===== src/rtl/atapi_pio_seq.sv =====
module atapi_pio_seq #(
  parameter int BLOCK_BYTES = 2048,
  parameter int BSY_CYCLES  = 4,
  parameter int LBA_W       = 32
) (
  input  logic             clk,
  input  logic             rst_n,
  input  logic             hst_wr,
  input  logic             hst_rd,
  input  logic [2:0]       hst_addr,
  input  logic [15:0]      hst_wdata,
  output logic [15:0]      hst_rdata,
  output logic             irq,
  output logic             dma_sel,
  output logic             src_rd,
  output logic [LBA_W-1:0] src_lba,
  output logic [$clog2(BLOCK_BYTES/2)-1:0] src_word,
  input  logic [15:0]      src_data
);
  localparam int BSH  = $clog2(BLOCK_BYTES);
  localparam int WW   = $clog2(BLOCK_BYTES/2);
  localparam int RW   = 16 + BSH;
  localparam int CW   = $clog2(BSY_CYCLES + 1);
  localparam logic [WW-1:0] LAST_W = WW'(BLOCK_BYTES/2 - 1);

  typedef enum logic [2:0] {S_IDLE, S_HP0, S_PKT, S_DEC, S_PREP, S_FILL, S_XFER} st_t;
  st_t st;

  logic [7:0]       feat_q;
  logic [15:0]      bcr_q, lim_q;
  logic [1:0]       rsn_q;
  logic [CW-1:0]    cnt_q;
  logic [2:0]       pidx_q;
  logic [15:0]      pkt_q [6];
  logic [RW-1:0]    rem_q;
  logic [14:0]      wleft_q;
  logic [LBA_W-1:0] lba_q;
  logic [WW-1:0]    word_q;
  logic [15:0]      data_q;
  logic             fetch_q;

  wire rd_stat = hst_rd && hst_addr == 3'd7;
  wire rd_data = hst_rd && hst_addr == 3'd0 && st == S_XFER;
  wire wr_data = hst_wr && hst_addr == 3'd0 && st == S_PKT;
  wire go_cmd  = hst_wr && hst_addr == 3'd7 && st == S_IDLE && hst_wdata[7:0] == 8'hA0;

  wire bsy = st == S_HP0 || st == S_DEC || st == S_PREP || st == S_FILL;
  wire drq = st == S_PKT || st == S_XFER;
  wire [7:0] status = {bsy, 1'b1, 2'b00, drq, 3'b000};

  wire [7:0]       p_op  = pkt_q[0][7:0];
  wire [LBA_W-1:0] p_lba = LBA_W'({pkt_q[1][7:0], pkt_q[1][15:8], pkt_q[2][7:0], pkt_q[2][15:8]});
  wire [15:0]      p_cnt = {pkt_q[3][15:8], pkt_q[4][7:0]};
  wire             dec_end = dma_sel || p_op != 8'h28 || p_cnt == 16'd0;

  wire [15:0] lim_even = {lim_q[15:1], 1'b0};
  wire [15:0] lim_eff  = (lim_even == 16'd0) ? 16'd2 : lim_even;
  wire [15:0] burst    = (rem_q < RW'(lim_q)) ? rem_q[15:0] : lim_eff;

  wire             wrap     = word_q == LAST_W;
  wire [WW-1:0]    nxt_word = wrap ? '0 : word_q + 1'b1;
  wire [LBA_W-1:0] nxt_lba  = wrap ? lba_q + 1'b1 : lba_q;
  wire             last_rd  = rd_data && wleft_q == 15'd1;

  assign src_rd   = st == S_PREP || (rd_data && !last_rd);
  assign src_word = (st == S_XFER) ? nxt_word : word_q;
  assign src_lba  = (st == S_XFER) ? nxt_lba : lba_q;

  always_comb begin
    case (hst_addr)
      3'd0:    hst_rdata = (st == S_XFER) ? data_q : 16'h0000;
      3'd1:    hst_rdata = {8'h00, feat_q};
      3'd2:    hst_rdata = {14'h0000, rsn_q};
      3'd4:    hst_rdata = {8'h00, bcr_q[7:0]};
      3'd5:    hst_rdata = {8'h00, bcr_q[15:8]};
      3'd7:    hst_rdata = {8'h00, status};
      default: hst_rdata = 16'h0000;
    endcase
  end

  wire irq_set = st == S_FILL || (st == S_DEC && dec_end) || (last_rd && rem_q == '0);

  always_ff @(posedge clk) begin
    if (!rst_n) irq <= 1'b0;
    else if (irq_set) irq <= 1'b1;
    else if (rd_stat) irq <= 1'b0;
  end

  always_ff @(posedge clk) begin
    if (!rst_n) begin
      fetch_q <= 1'b0;
      data_q  <= '0;
    end else begin
      fetch_q <= src_rd;
      if (fetch_q) data_q <= src_data;
    end
  end

  always_ff @(posedge clk) begin
    if (!rst_n) begin
      feat_q <= '0;
      bcr_q  <= '0;
    end else begin
      if (hst_wr && st == S_IDLE) begin
        if (hst_addr == 3'd1) feat_q <= hst_wdata[7:0];
        if (hst_addr == 3'd4) bcr_q[7:0] <= hst_wdata[7:0];
        if (hst_addr == 3'd5) bcr_q[15:8] <= hst_wdata[7:0];
      end
      if (st == S_PREP) bcr_q <= burst;
    end
  end

  always_ff @(posedge clk) begin
    if (!rst_n) begin
      pidx_q <= '0;
      for (int i = 0; i < 6; i++) pkt_q[i] <= '0;
    end else if (go_cmd) begin
      pidx_q <= '0;
    end else if (wr_data) begin
      pkt_q[pidx_q] <= hst_wdata;
      pidx_q <= pidx_q + 1'b1;
    end
  end

  always_ff @(posedge clk) begin
    if (!rst_n) begin
      st      <= S_IDLE;
      cnt_q   <= '0;
      lim_q   <= '0;
      rsn_q   <= 2'd0;
      dma_sel <= 1'b0;
      rem_q   <= '0;
      wleft_q <= '0;
      lba_q   <= '0;
      word_q  <= '0;
    end else begin
      case (st)
        S_IDLE: if (go_cmd) begin
          st      <= S_HP0;
          cnt_q   <= '0;
          lim_q   <= bcr_q;
          dma_sel <= feat_q[0];
        end
        S_HP0: begin
          cnt_q <= cnt_q + 1'b1;
          if (cnt_q == CW'(BSY_CYCLES - 1)) begin
            st    <= S_PKT;
            rsn_q <= 2'd1;
          end
        end
        S_PKT: if (wr_data && pidx_q == 3'd5) st <= S_DEC;
        S_DEC: begin
          if (dec_end) begin
            st    <= S_IDLE;
            rsn_q <= 2'd3;
          end else begin
            st     <= S_PREP;
            rem_q  <= RW'(p_cnt) << BSH;
            lba_q  <= p_lba;
            word_q <= '0;
          end
        end
        S_PREP: begin
          rem_q   <= rem_q - RW'(burst);
          wleft_q <= burst[15:1];
          rsn_q   <= 2'd2;
          st      <= S_FILL;
        end
        S_FILL: st <= S_XFER;
        S_XFER: if (rd_data) begin
          word_q  <= nxt_word;
          lba_q   <= nxt_lba;
          wleft_q <= wleft_q - 1'b1;
          if (last_rd) begin
            if (rem_q == '0) begin
              st    <= S_IDLE;
              rsn_q <= 2'd3;
            end else begin
              st <= S_PREP;
            end
          end
        end
        default: st <= S_IDLE;
      endcase
    end
  end

  assert_burst_bound_R4: assert property (@(posedge clk) disable iff (!rst_n)
    st == S_FILL |-> bcr_q <= lim_eff);
  assert_burst_even_R5: assert property (@(posedge clk) disable iff (!rst_n)
    st == S_FILL |-> bcr_q[0] == 1'b0);
  assert_burst_reason_R6: assert property (@(posedge clk) disable iff (!rst_n)
    st == S_FILL |=> irq && rsn_q == 2'd2);
  assert_prefetch_R7: assert property (@(posedge clk) disable iff (!rst_n)
    src_rd |=> fetch_q);
  assert_irq_clear_R9: assert property (@(posedge clk) disable iff (!rst_n)
    (st == S_IDLE && rd_stat && !hst_wr) |=> !irq);
  assert_zero_count_R10: assert property (@(posedge clk) disable iff (!rst_n)
    (st == S_DEC && p_cnt == 16'd0) |=> st == S_IDLE && irq && !drq);
  assert_dma_skip_R11: assert property (@(posedge clk) disable iff (!rst_n)
    (st == S_DEC && dma_sel) |=> st == S_IDLE);
endmodule


===== config.mk =====
export PLATFORM = sky130hd
export DESIGN_NAME = atapi_pio_seq
export DESIGN_NICKNAME = d
export VERILOG_FILES = /design/src/rtl/atapi_pio_seq.sv
export SDC_FILE = /design/constraint.sdc
export NUM_CORES = 1
export LEC_CHECK = 0
export ABC_AREA = 1
export BUFFER_PORTS_ARGS = -buffer_cell sky130_fd_sc_hd__buf_2
export CAP_MARGIN = 15
export CELL_PAD_IN_SITES_DETAIL_PLACEMENT = 1
export CELL_PAD_IN_SITES_GLOBAL_PLACEMENT = 1
export CORE_MARGIN = 5
export CORE_UTILIZATION = 44
export DETAILED_ROUTE_END_ITERATION = 8
export GPL_ROUTABILITY_DRIVEN = 0
export PLACE_DENSITY = 0.84
export SLEW_MARGIN = 20
export SYNTH_ARGS = -nofsm -noshare
export SYNTH_HDL_FRONTEND = slang
export SYNTH_SLANG_ARGS = --single-unit
export TNS_END_PERCENT = 50

===== constraint.sdc =====
create_clock -name clk -period 4.1 [get_ports clk]
set_input_delay 0.205 -clock clk [delete_from_list [all_inputs] [get_ports clk]]
set_output_delay 0.205 -clock clk [all_outputs]
set_load 0.02 [all_outputs]

==> metrics.md, run 1 <==
| Metric | Value |
|---|---|
| Post-CTS Setup Repair Bufs | 0 |
| Hold WC Path Type | primary input to flop |
| Fillers | 3832 |
| Max cap viols | 0 |
| Area Growth Syn to Fin | 13.2% |
| Final ANT Viol Nets | 0 |
| Antenna violations before repair | 1 |
| Post-Route Skew | 0.0222 ns |
| Routed length per placed instance | 19.3 microns |
| Seq/Total Area, Yosys | 37.1% |
| Clock root buffer | clkbuf_16 |
| DRC Markers | 0 |
| Total I/O pin count | 100 |
| Critical path fanouts, max | 15 |
| Crit path from | lim_q[10]$_SDFFE_PN0P_ |
| GRT Overall Usage | 27.4% |
| Reg clk slew, reported paths | 0.07 ns |
| Post-cts sizing count | 0 |
| FF-to-FF setup slack | 0.43 ns |
| Endpoints failing hold | 0 |
| Routed via count | 13.5k |
| Vias per cell | 5.62 |
| Data arrival time of the worst path | 4.06 ns |
| Hold Path Depth | 3 |
| Largest net degree at the start of global routing | 70 |
| RR Endpoint | rem_q[19]$_SDFFE_PN0P_ |
| Reg2reg start | lim_q[10]$_SDFFE_PN0P_ |
| Power per cell area | 325 nW/um^2 |
| # rows | 62 |
| Fin nets | 2089 |
| Crit. End Element | flop |
| TritonCTS clock tree | done |
| Number of buffers created by CTS | 25 |
| Wl on met1 | 19700 microns |
| Fin crit period | 3.67 ns |
| Port-buffer cells | 99 |
| Peak supply drop | 0.334 mV |
| N_diodes | 0 |
| Clock sink total | 210 |
| Vias in the first global route | 13.9k |
| RSZ-0062 raised after global routing | false |
| Yosys reg bits | 210 |
| Slew HR | 40.7% |
| Slew @ Worst Pin | 0.882 ns |
| Crit Path Class | flop to flop |
| Register area | 4760 sq um |
| Routed wl met2 | 22200 microns |
| Fmax | 0.272 GHz |
| Initial Util | 44.7% |
| Period utilisation layout | 89.6% |
| Post-synthesis async set-or-reset flop share | 0% |
| Share of post-route cells with drive strength above 1 | 9.48% |
| First-pass GRT wire length | 73700 microns |
| Synth Area per Inst | 6.69 sq um |
| CP startpoint kind | flop |
| Post-synthesis cell type count | 48 |
| Top sig layer | met5 |
| Leak | 6.64 nW |
| 1st-iter DRT viols | 1033 |
| Core Footprint | 28800 sq um |
| YS warnings | 0 |
| Fin util | 50.5% |
| Grt ovf | 0 |
| Setup Viol. Count Final | 0 |
| H-tree lvl count | 1 |
| R2r worst-path depth | 24 |
| Multi-input gate area | 6790 sq um |
| Die H | 181 microns |
| Clock buffer depth | 3 |
| WL met3 | 2930 microns |
| Pre-Repair DR Iteration Count | 5 |
| Cells after synthesis | 1923 |
| EDFF count, synth | 56 |
| Hold_sp | hst_wdata[15] |
| Hold EP | pkt_q[1][15]$_SDFFCE_PN0P_ |
| Setup TNS Final | 0 ns |
| Detail Placement HPWL | 34000 microns |
| Die area | 32700 sq um |
| Outcome | finished, final reports clean |
| Syn_nets | 2005 |
| Most frequent cells in the layout | nand2_1 (425), inv_1 (254), nor2_1 (224) |
| Die width | 181 microns |
| Final wirelength | 46400 microns |
| Commonest non-fill, non-tap cell in the layout | nand2_1 |
| Max Slew Vio Count | 0 |
| Required time worst endpoint | 4.49 ns |
| Ys flop type | dfxtp_1 |
| Mapped cell area | 12900 sq um |
| Skew-Pair Late Insertion Delay | 0.55 ns |
[synthesized netlist by cell type (2+ instances only)]
cell type | instances | area share (%)
nand2_1 | 425 | 12
inv_1 | 254 | 7.4
nor2_1 | 224 | 6.5
a21oi_1 | 179 | 7.0
o21ai_0 | 166 | 6.5
nand3_1 | 163 | 6.3
dfxtp_1 | 154 | 24
edfxtp_1 | 56 | 13
ha_1 | 42 | 4.1
clkbuf_1 | 39 | 1.1
nor3_1 | 37 | 1.4
nand4_1 | 27 | 1.3
buf_2 | 17 | 0.66
a211oi_1 | 16 | 0.93
nor2_2 | 14 | 0.68
buf_1 | 11 | 0.32
xor2_1 | 11 | 0.75
nor4_1 | 9 | 0.44
xnor2_1 | 8 | 0.55
inv_2 | 7 | 0.20
o2111ai_1 | 6 | 0.41
nand2_2 | 5 | 0.24
nor2_4 | 5 | 0.44
nor3_2 | 5 | 0.39
or2_2 | 5 | 0.24
nand3b_1 | 4 | 0.23
buf_6 | 3 | 0.26
o221ai_1 | 3 | 0.20
o22ai_1 | 3 | 0.15
a21o_1 | 2 | 0.12
a22oi_1 | 2 | 0.12
a31oi_1 | 2 | 0.097
a32oi_1 | 2 | 0.14
buf_4 | 2 | 0.12
nor3_4 | 2 | 0.25
[metal layers]
layer / vias up / GRT usage (%)
met3: 106 / 4.36
met4: 2 / 9.01
met5: - / 0
li1: 6495 / -
met1: 6547 / 35.0
met2: 386 / 47.4
[worst max-delay path: stages, from the launching register on]
cell	delay (ns)
dfxtp_1	0.34
inv_1	0.09
ha_1	0.31
nand2_1	0.07
inv_1	0.05
nand2_1	0.06
nor2_1	0.11
nand2_1	0.06
nand3_1	0.10
nand2_1	0.09
nand2_2	0.26
nand2_1	0.13
nand2_1	0.12
inv_1	0.05
ha_1	0.33
nand2_1	0.19
inv_1	0.06
a21oi_1	0.37
nand3_1	0.27
nand2_1	0.15
nand2_1	0.06
nand2_1	0.06
nand3_1	0.06
nand2_1	0.06
a21oi_1	0.05
[cells by family after synthesis]
kind of cell,synth area share (%)
buffers and inverters,10.2
AO/OA/AOI/OAI,16.0
adder cells (fa/ha/maj),4.24
AND/OR/NAND/NOR,31.2
flip-flops,37.1
other,0.0292
XOR/XNOR,1.29
[layout make-up]
type                    instances  share of cell area, %
multi-input cells            1378                   46.7
clock buffers                  40                   4.96
flip-flops and latches        210                   32.8
repair buffers                130                   5.28
inverters                     262                   6.76
clock inverters                 5                  0.292
well taps                     384                   3.30
[worst max path at each step]
stage / end / slack, ns
floorplan: rem_q[24]$_SDFFE_PN0P_ / 1.05
global placement: rem_q[19]$_SDFFE_PN0P_ / 0.62
detailed placement: rem_q[19]$_SDFFE_PN0P_ / 0.50
CTS: rem_q[24]$_SDFFE_PN0P_ / 0.46
global route: rem_q[16]$_SDFFE_PN0P_ / 0.14
finish: rem_q[19]$_SDFFE_PN0P_ / 0.43
[timing repair]
item / CTS / global route
endpoints found under the setup margin: 0 / 0
hold buffers: 16 / 0
endpoints found under the hold margin: 16 / 0
[through the flow]
step                      power (mW)  setup WS [ns]  hold WS (ns)  area, sq um  cells
after floorplan                 2.48           1.05         0.340        12900   1923
after global placement          2.59          0.618         0.430        13600   2348
after detailed placement        2.60          0.501         0.442        13600   2348
after CTS                       4.74          0.463        0.0759        14500   2409
after global routing            4.89          0.140         0.102        14500   2409
final                           4.72          0.427         0.113        14500   2409
[sequential cells by signal, indices dropped and copies added, names as in the netlist]
name,count
pkt_q,56
lba_q,32
rem_q,27
bcr_q,16
data_q,16
lim_q,16
wleft_q,15
word_q,10
feat_q,8
cnt_q,3
pidx_q,3
st,3
rsn_q,2
dma_sel,1
fetch_q,1
irq,1
[power by group]
| part | leakage, nW | internal [mW] | switching [mW] |
|---|---|---|---|
| combinational | 4.45 | 0.107 | 0.267 |
| sequential | 1.82 | 2.17 | 0.0421 |
| clock | 0.371 | 1.21 | 0.923 |
Power figures use the tool's default switching activity.
==> run 2: changes to the inputs <==
Settings changed: ABC_AREA 1 to default, CORE_UTILIZATION 44 to 46, REMOVE_ABC_BUFFERS from default to 1, TNS_END_PERCENT 50 to default.
==> run 2 against run 1 <==
Compared with the run above: the run now ends with negative setup slack left; critical path depth decreased by 10; count of clock-buffer cells in the layout decreased by 11; first-iteration DRC count increased by 17%; combinational power decreased by 55%; sequential share of layout area decreased by 2.1 points; register-to-register slack got worse by 0.64 ns; die area decreased by 6.4%; clock skew decreased by 0.00092 ns; global-route usage increased by 2.7 points; wire length increased by 8.1%; power increased by 3.3%; hold slack got worse by 0.036 ns.
==> metrics.md, run 2 <==
| Metric | Value |
|---|---|
| Finished Layout Cells | 2086 (was 2409) |
| Vias per cell | 6.43 (was 5.62) |
| Synth Area per Inst | 8.07 sq um (was 6.69 sq um) |
| Final worst slack | -0.209 ns (was 0.427 ns) |
| Fillers | 3197 (was 3832) |
| Crit Path Class | flop to flop (unchanged) |
| TritonCTS clock tree | done (unchanged) |
| Design Area, Final | 15600 sq um (was 14500 sq um) |
| Core Footprint | 26900 sq um (was 28800 sq um) |
| Fin nets | 1806 (was 2089) |
| Final ANT Viol Nets | 0 (unchanged) |
| Outcome | finished, violations left (was finished, final reports clean) |
| Crit. End Element | flop (unchanged) |
| Total I/O pin count | 100 (unchanged) |
| Grt ovf | 0 (unchanged) |
| WHS | 0.0772 ns (was 0.113 ns) |
| Initial Util | 46.6% (was 44.7%) |
| Routed length per placed instance | 24.1 microns (was 19.3 microns) |
| Failing checks | negative setup slack |
| Max reg flops | 56 (unchanged) |
| Vias in the first global route | 13.8k (was 13.9k) |
| Mapped cell area | 12500 sq um (was 12900 sq um) |
| Antenna violations before repair | 2 (was 1) |
| Area Growth Syn to Fin | 24.1% (was 13.2%) |
| Slew @ Worst Pin | 1.09 ns (was 0.882 ns) |
| Post-Place Cells | 2011 (was 2348) |
| Routed via count | 13.4k (was 13.5k) |
| Fmax | 0.232 GHz (was 0.272 GHz) |
| Yosys reg bits | 210 (unchanged) |
| Die area | 30600 sq um (was 32700 sq um) |
| YS warnings | 0 (unchanged) |
| Cells after synthesis | 1553 (was 1923) |
| Setup Viol. Count Final | 10 (was 0) |
| Yosys top cell area share | 24.6% (was 24.0%) |
| Power per cell area | 314 nW/um^2 (was 325 nW/um^2) |
| Commonest non-fill, non-tap cell in the layout | nand2_1 (unchanged) |
| Most frequent cells in the layout | nand2_1 (218), nor2_1 (186), dfxtp_1 (153) (was nand2_1 (425), inv_1 (254), nor2_1 (224)) |
| Data arrival time of the worst path | 4.77 ns (was 4.06 ns) |
| EDFF count, synth | 56 (unchanged) |
| CP top delay family | simple AND/OR/NAND/NOR gates (unchanged) |
| Peak supply drop | 0.378 mV (was 0.334 mV) |
| Pre-Repair DR Iteration Count | 5 (unchanged) |
| Post-Route Skew | 0.0213 ns (was 0.0222 ns) |
| Top post-synthesis cells by area | dfxtp_1 (25%), edfxtp_1 (13%), nand2_1 (6.6%) (was dfxtp_1 (24%), edfxtp_1 (13%), nand2_1 (12%)) |
| Skew-Pair Late Insertion Delay | 0.54 ns (was 0.55 ns) |
| # rows | 60 (was 62) |
| Hold WC Path Type | primary input to flop (unchanged) |
| Most numerous cell in the Yosys netlist | nand2_1 (unchanged) |
| Area post-placement | 14000 sq um (was 13600 sq um) |
| Leak | 6.20 nW (was 6.64 nW) |
| Share of post-route cells with drive strength above 1 | 20.8% (was 9.48%) |
| Clock sink total | 210 (unchanged) |
| Slowest CP cell | or4_4 (was a21oi_1) |
| Worst path max stage delay | 0.54 ns (was 0.37 ns) |
| Number of buffers created by CTS | 25 (unchanged) |
| Endpoints failing hold | 0 (unchanged) |
| First-pass GRT wire length | 75200 microns (was 73700 microns) |
| Multi-input gate area | 7660 sq um (was 6790 sq um) |
| Detail Placement HPWL | 32800 microns (was 34000 microns) |
| Yosys top cell by area | dfxtp_1 (unchanged) |
| Seq/Total Area, Yosys | 38.0% (was 37.1%) |
| RSZ-0062 raised after global routing | true (was false) |
| Port-buffer cells | 99 (unchanged) |
| CP startpoint kind | flop (unchanged) |
| Worst Path Buf+Inv | 2 (was 4) |
| Register area | 4770 sq um (was 4760 sq um) |
| Clock root buffer | clkbuf_16 (unchanged) |
| GRT Overall Usage | 30.1% (was 27.4%) |
| DRC Markers | 0 (unchanged) |
| Die width | 175 microns (was 181 microns) |
| Die H | 175 microns (was 181 microns) |
| Final wirelength | 50200 microns (was 46400 microns) |
| Period utilisation layout | 105% (was 89.6%) |
| Max cap viols | 0 (unchanged) |
| Post-synthesis cell type count | 85 (was 48) |
| Max Slew Vio Count | 0 (unchanged) |
| H-tree lvl count | 1 (unchanged) |
| Ys flop type | dfxtp_1 (unchanged) |
| CP Cell Sequence | or4_4, or4_4, nor3_4, o311a_4, mux2i_2, ha_1, o211ai_1, a2111oi_4, buf_4, o31ai_4, a211oi_4, buf_4, or4_1, a31oi_1 (was inv_1, ha_1, nand2_1, inv_1, nand2_1, nor2_1, nand2_1, nand3_1, nand2_1, nand2_2, nand2_1, nand2_1, inv_1, ha_1, nand2_1, inv_1, a21oi_1, nand3_1, nand2_1, nand2_1, nand2_1, nand3_1, nand2_1, a21oi_1) |
| Fin crit period | 4.31 ns (was 3.67 ns) |
| Largest net degree at the start of global routing | 103 (was 70) |
| Synth top cells by count | nand2_1 (219), nor2_1 (188), dfxtp_1 (154) (was nand2_1 (425), inv_1 (254), nor2_1 (224)) |
| Required time worst endpoint | 4.57 ns (was 4.49 ns) |
| Slew HR | 26.9% (was 40.7%) |
| Biggest register | pkt_q (unchanged) |
| Clock buffer depth | 3 (unchanged) |
| Reg clk slew, reported paths | 0.06 ns (was 0.07 ns) |
| Post-synthesis async set-or-reset flop share | 0% (unchanged) |
| Critical path fanouts, max | 6 (was 15) |
| 1st-iter DRT viols | 1206 (was 1033) |
| Largest registers | pkt_q: 56 flops, lba_q: 32 flops, rem_q: 27 flops (unchanged) |
| Place WS | -0.285 ns (was 0.501 ns) |
run 2: changes by cell type after synthesis, moves of 29 or more:
cell	delta
and3_1	+29
inv_1	-219
clkbuf_1	+33
nand2_1	-206
mux2i_1	+46
o21ai_0	-87
nand3_1	-94
a21oi_1	-62
nor2_1	-36
run 2: worst paths after layout:
| check | cells past startpoint | from | slack [ns] | to |
|---|---|---|---|---|
| setup / recovery | 14 | rem_q[19]$_SDFFE_PN0P_ | -0.21 | rem_q[17]$_SDFFE_PN0P_ |
| hold / removal | 3 | hst_wdata[9] | 0.08 | pkt_q[1][9]$_SDFFCE_PN0P_ |
| setup reg to reg | 14 | rem_q[19]$_SDFFE_PN0P_ | -0.21 | rem_q[17]$_SDFFE_PN0P_ |
| hold reg to reg | 2 | lim_q[0]$_SDFFE_PN0P_ | 0.47 | lim_q[0]$_SDFFE_PN0P_ |
run 2: power by group:
part / internal (mW) / switching [mW]
Clock: 1.56 / 0.983
Sequential: 2.15 / 0.0167
Combinational: 0.0523 / 0.116
Total: 3.76 / 1.12
run 2: kinds of logic (layout without fill, tap and decap cells):
logic type	after synthesis	count (layout)	synth area share (%)
AO/OA/AOI/OAI	367	367	18.8
XOR/XNOR	48	48	3.36
adder cells (fa/ha/maj)	43	43	4.35
buffers and inverters	130	320	4.22
flip-flops	210	210	38.0
multiplexers	53	53	4.30
other	1	3	0.0299
AND/OR/NAND/NOR	701	701	26.9
run 2: final cells by class:
class | count | share of cell area (%)
antenna | 2 | 0.0322
clock buffer | 29 | 4.32
clock inverter | 17 | 1.64
inverter | 36 | 0.877
multi-input combinational | 1213 | 49.3
sequential | 210 | 30.6
tap | 341 | 2.74
timing repair buffer | 238 | 10.5
run 2: what timing repair did:
item | 4_1_cts | 5_1_grt
setup endpoints to repair | 16 | 18
setup buffers | 1 | 12
endpoints found under the hold margin | 16 | 0
hold buffers | 16 | 0
pin swaps | 2 | 11
resized for setup | 17 | 55
run 2: routing by layer:
layer	up-vias	global-route usage [%]	wire length [microns]
li1	5998	-	-
met1	6593	36.9	19900
met2	629	52.6	24400
met3	187	4.67	3450
met4	0	12.8	2450
met5	-	0	0
run 2: worst reg2reg max path, stage by stage (launching register included):
cell and delay (ns):
dfxtp_1 0.31, or4_4 0.54, or4_4 0.47, nor3_4 0.22
o311a_4 0.31, mux2i_2 0.29, ha_1 0.30, o211ai_1 0.36
a2111oi_4 0.15, buf_4 0.17, o31ai_4 0.25, a211oi_4 0.13
buf_4 0.16, or4_1 0.41, a31oi_1 0.17
run 2: metrics by stage:
stage | power, mW | utilization [%] | setup TNS, ns
after floorplan | 2.26 | - | -1.57
after global placement | 2.35 | 52.0 | -0.597
after detailed placement | 2.36 | 52.1 | -1.93
after CTS | 4.88 | 56.4 | 0
after global routing | 4.98 | 57.9 | -2.35
final | 4.88 | 57.9 | -1.22
